File: src/rtl/pc_seq.sv
module pc_seq #(
  parameter int ADDR_W = 9,
  parameter int PAGE_W = 6
) (
  input  logic              clk,
  input  logic              rst,
  input  logic              step_en,
  input  logic [2:0]        cmd,
  input  logic [ADDR_W-1:0] target,
  output logic [ADDR_W-1:0] pc_o
);
  localparam logic [2:0] C_PAGE = 3'd1;
  localparam logic [2:0] C_ABS  = 3'd2;
  localparam logic [2:0] C_CALL = 3'd3;
  localparam logic [2:0] C_RET  = 3'd4;

  logic [ADDR_W-1:0] pc, save0, save1, pc_inc, pc_nxt;

  assign pc_inc = pc + 1'b1;
  assign pc_o   = pc;

  always_comb begin
    case (cmd)
      C_PAGE:  pc_nxt = {pc[ADDR_W-1:PAGE_W], target[PAGE_W-1:0]};
      C_ABS,
      C_CALL:  pc_nxt = target;
      C_RET:   pc_nxt = save0;
      default: pc_nxt = pc_inc;
    endcase
  end

  always_ff @(posedge clk) begin
    if (rst) begin
      pc    <= '0;
      save0 <= '0;
      save1 <= '0;
    end else if (step_en) begin
      pc <= pc_nxt;
      if (cmd == C_CALL) begin
        save1 <= save0;
        save0 <= pc_inc;
      end else if (cmd == C_RET) begin
        save0 <= save1;
      end
    end
  end
endmodule

File: config.mk
export PLATFORM = sky130hd
export DESIGN_NAME = pc_seq
export DESIGN_NICKNAME = d
export VERILOG_FILES = /design/src/rtl/pc_seq.sv
export SDC_FILE = /design/constraint.sdc
export NUM_CORES = 1
export LEC_CHECK = 0
export CORE_MARGIN = 5
export CORE_UTILIZATION = 56
export DETAILED_ROUTE_END_ITERATION = 8
export PLACE_DENSITY = 0.85
export SLEW_MARGIN = 40
export SYNTH_ARGS = -nofsm -noshare
export SYNTH_HDL_FRONTEND = slang
export SYNTH_SLANG_ARGS = --single-unit
File: constraint.sdc
create_clock -name clk -period 2.7 [get_ports clk]
set_input_delay 0.675 -clock clk [delete_from_list [all_inputs] [get_ports clk]]
set_output_delay 0.675 -clock clk [all_outputs]
set_load 0.05 [all_outputs]
==> metrics.txt <==
# TYPE chip_impl_metric gauge
chip_impl_info{name="outcome",value="completed"} 1
chip_impl_metric{name="grt_pass1_vias",unit=""} 1322
chip_impl_info{name="layout.cells.most_common_list",value="sky130_fd_sc_hd__nand2_1 (37), sky130_fd_sc_hd__dfxtp_1 (27), sky130_fd_sc_hd__clkdlybuf4s50_1 (23)"} 1
chip_impl_metric{name="cp_data_arrival_time",unit="ns"} 1.72
chip_impl_info{name="timing.setup.critical_path_class",value="flop to output port"} 1
chip_impl_metric{name="die_height",unit="microns"} 61.30
chip_impl_metric{name="muxShareOfSynthArea",unit=""} 0
chip_impl_metric{name="max_slew.worst_pin.slew",unit="ns"} 0.5239
chip_impl_metric{name="chipWidth",unit="microns"} 61.30
chip_impl_metric{name="max_slew_margin",unit=""} 0.6417
chip_impl_metric{name="period_share",unit=""} 0.8867
chip_impl_metric{name="skew",unit="ns"} 0.01434
chip_impl_metric{name="postLayoutSetupSlackWorst",unit="ns"} 0.3060
chip_impl_metric{name="drt_first_iter_violations",unit=""} 112
chip_impl_metric{name="critical_path_required",unit="ns"} 2.03
chip_impl_info{name="combinational_family_with_the_most_area_after_synthesis",value="compound AO/OA/AOI/OAI gates"} 1
chip_impl_info{name="timing.hold.worst.class",value="flop to flop"} 1
chip_impl_metric{name="p_per_area",unit="nW/um^2"} 449.9
chip_impl_metric{name="finalNonFillerCells",unit=""} 238
chip_impl_metric{name="totalWireLength",unit="mm"} 3.504
chip_impl_metric{name="cts_post_setup_buffers_inserted",unit=""} 0
chip_impl_metric{name="syn-num-nets",unit=""} 202
chip_impl_metric{name="postSynthCellCount",unit=""} 186
chip_impl_metric{name="sinks_on_clock_net",unit=""} 27
chip_impl_metric{name="ioPinCount",unit=""} 24
chip_impl_metric{name="syn_area",unit="sq um"} 1474
chip_impl_info{name="reg2reg_to",value="pc_o[8]$_SDFFE_PP0P_"} 1
chip_impl_info{name="synth_top_cell_by_area",value="sky130_fd_sc_hd__dfxtp_1"} 1
chip_impl_metric{name="finish.utilization",unit=""} 0.7032
chip_impl_metric{name="synth_top_area_share",unit=""} 0.3667
chip_impl_info{name="layout.cells.most_common",value="sky130_fd_sc_hd__nand2_1"} 1
chip_impl_metric{name="total_routing_resource_utilization_after_global_routing",unit=""} 0.2085
chip_impl_metric{name="post-place-ws",unit="ns"} 0.2509
chip_impl_metric{name="num-fill-cells",unit=""} 202
chip_impl_info{name="worstHoldStart",value="save1[7]$_SDFFE_PP0P_"} 1
chip_impl_info{name="cts_root_buf",value="sky130_fd_sc_hd__clkbuf_4"} 1
chip_impl_info{name="critical_path.top_delay_family",value="buffers and inverters"} 1
chip_impl_metric{name="r2r_setup_slack",unit="ns"} 0.96
chip_impl_metric{name="path_max_fanout",unit=""} 9
chip_impl_metric{name="arithmetic_cell_share_of_the_synthesized_area_counting_full_adders_half_adders_and_majority_gates",unit=""} 0.008489
chip_impl_metric{name="compound_gate_fraction_of_synth_area",unit=""} 0.2861
chip_impl_metric{name="hold_ws",unit="ns"} 0.4694
chip_impl_metric{name="grt_first_pass_wirelength",unit="mm"} 5.906
chip_impl_info{name="critical_path_cell_list",value="clkdlybuf4s50_1"} 1
chip_impl_metric{name="count_of_unresolved_drc_violations_after_routing",unit=""} 0
chip_impl_metric{name="synth-seq-area-share",unit=""} 0.3667
chip_impl_metric{name="antenna_cells_inserted",unit=""} 0
chip_impl_metric{name="grt_antenna_before_repair",unit=""} 0
chip_impl_info{name="synth_area_leaders",value="sky130_fd_sc_hd__dfxtp_1 (37%), sky130_fd_sc_hd__nand2_1 (9.4%), sky130_fd_sc_hd__a21oi_1 (7.1%)"} 1
chip_impl_metric{name="setup_violations",unit=""} 0
chip_impl_metric{name="clkSlewWorstSetupHoldPaths",unit="ns"} 0.16
chip_impl_metric{name="drt_pass1_iterations",unit=""} 4
chip_impl_info{name="hold-path-endpoint",value="save1[7]$_SDFFE_PP0P_"} 1
chip_impl_metric{name="post_cts_resize_count",unit=""} 0
chip_impl_metric{name="via_count",unit=""} 1483
chip_impl_metric{name="layout-drive-gt1-share",unit=""} 0.09615
chip_impl_metric{name="cap_viol_max_count",unit=""} 0
chip_impl_info{name="cts_tree",value="built"} 1
chip_impl_info{name="grt_setup_unrepaired",value="no"} 1
chip_impl_metric{name="area_of_combinational_cells_with_multiple_inputs",unit="sq um"} 859.6
chip_impl_metric{name="post-route-cell-area",unit="sq um"} 1758
chip_impl_metric{name="tritoncts.num_buffers",unit=""} 3
chip_impl_metric{name="ctsHtreeMaxLevel",unit=""} 1
chip_impl_metric{name="final_nets",unit=""} 225
chip_impl_metric{name="max_freq",unit="GHz"} 0.4177
chip_impl_metric{name="edff_count_synth",unit=""} 0
chip_impl_metric{name="finalHoldViolations",unit=""} 0
chip_impl_metric{name="period_needed",unit="ns"} 2.394
chip_impl_metric{name="grt_start_max_net_pins",unit=""} 22
chip_impl_metric{name="cts_hold_repair.buffers",unit=""} 0
chip_impl_metric{name="worst_r2r_path_depth",unit=""} 5
chip_impl_metric{name="synth_xor_area_frac",unit=""} 0.03480
chip_impl_metric{name="placement.cell_area",unit="sq um"} 1728
chip_impl_metric{name="critical_path.n_buffers_inverters",unit=""} 1
chip_impl_info{name="critical_path.endpoint_type",value="output port"} 1
chip_impl_metric{name="port_buffers",unit=""} 23
chip_impl_metric{name="p_leak",unit="nW"} 0.5525
chip_impl_metric{name="seq_area",unit="sq um"} 540.5
chip_impl_metric{name="number_of_max_slew_violations_in_the_final_report",unit=""} 0
chip_impl_metric{name="fp-row-count",unit=""} 18
chip_impl_info{name="critical_r2r_launch",value="pc_o[0]$_SDFFE_PP0P_"} 1
chip_impl_metric{name="area_growth",unit="%"} 19.27
chip_impl_metric{name="yosysWarningCount",unit=""} 0
chip_impl_metric{name="overflow",unit=""} 0
chip_impl_metric{name="worstSkewPairLatency",unit="ns"} 0.33
chip_impl_metric{name="post-dp-hpwl",unit="mm"} 2.649
chip_impl_info{name="critical_path.startpoint_type",value="flop"} 1
chip_impl_metric{name="vdd_ir_drop_max",unit="V"} 0.0003095
chip_impl_metric{name="p_total",unit="mW"} 0.7908
chip_impl_metric{name="min_delay_path_depth",unit=""} 2
chip_impl_metric{name="drt.antenna.violating_nets",unit=""} 0
chip_impl_metric{name="avgViaCountPerCell",unit=""} 6.231
chip_impl_metric{name="die_area",unit="sq um"} 3758
chip_impl_metric{name="ys_types",unit=""} 42
chip_impl_metric{name="post_synth.cell_area_avg",unit="sq um"} 7.924
chip_impl_metric{name="synth-seq-cells",unit=""} 27
chip_impl_metric{name="routabilityCongestion",unit=""} 0.8389
chip_impl_metric{name="clockBufferDepth",unit=""} 2
chip_impl_metric{name="dp_cells",unit=""} 234
chip_impl_metric{name="initial_core_util",unit=""} 0.5896
chip_impl_metric{name="synth_simple_gate_area_share",unit=""} 0.2538
chip_impl_metric{name="critical_path.max_stage_delay",unit="ns"} 0.86
chip_impl_info{name="slowest_stage",value="sky130_fd_sc_hd__clkdlybuf4s50_1"} 1
chip_impl_info{name="synth_top_flop_cell",value="sky130_fd_sc_hd__dfxtp_1"} 1
chip_impl_metric{name="core_region_area",unit="sq um"} 2500
chip_impl_metric{name="setup_tns",unit="ns"} 0
chip_impl_metric{name="synth-async-reset-ratio",unit=""} 0
chip_impl_metric{name="wire_per_inst",unit="microns"} 14.72
-- Yosys cell counts, drive strengths merged (3+ instances only) --
cell type  count
buf            7
a31oi          4
nand2         37
nor3           4
a311oi         5
a21oi         22
nand4b         3
nand3          8
nor2          12
clkbuf         5
a22oi          4
nand3b         3
o21ai          8
xnor2          4
a211oi         5
dfxtp         27
-- cell type report --
class	count	area share
clock buffer	3	0.01281
tap	30	0.02135
inverter	2	0.004270
multi-input combinational	145	0.4890
clock inverter	1	0.004270
sequential	27	0.3075
timing repair buffer	30	0.1609
-- report_power, final --
group | internal (mW) | switching [mW]
Sequential | 0.413 | 0.0192
Clock | 0.0567 | 0.123
Combinational | 0.0751 | 0.104
Total | 0.544 | 0.246
-- flip-flops by register name (all words and copies together), names as in the netlist --
register  count
pc_o          9
save1         9
save0         9
-- cell families after synthesis --
logic type | after synthesis
and+or+nand+nor | 77
DFF | 27
buffers and inverters | 14
AOI/OAI and AO/OA | 62
adders and majority gates | 1
xor gates and xnor gates | 5
-- per-layer routing --
metal  track usage  share of wire  vias to the layer above
li1              -              -                      721
met1        0.2787           0.44                      687
met2        0.3338           0.46                       68
met3       0.03564          0.078                        7
met4       0.08359          0.014                        0
met5             0              0                        -
-- how the worst max path moves through the flow --
stage / startpoint / end / slack (ns) / depth (start not counted)
6_report: pc_o[2]$_SDFFE_PP0P_ / pc_o[2] / 0.31 / 1
4_1_cts: pc_o[0]$_SDFFE_PP0P_ / pc_o[0] / 0.32 / 1
3_3_place_gp: cmd[1] / pc_o[6]$_SDFFE_PP0P_ / 0.33 / 5
2_1_floorplan: pc_o[0]$_SDFFE_PP0P_ / pc_o[6]$_SDFFE_PP0P_ / 0.93 / 5
5_1_grt: pc_o[0]$_SDFFE_PP0P_ / pc_o[0] / 0.25 / 1
3_5_place_dp: cmd[1] / pc_o[6]$_SDFFE_PP0P_ / 0.25 / 5
No activity file was read; power rests on OpenSTA's default activity.
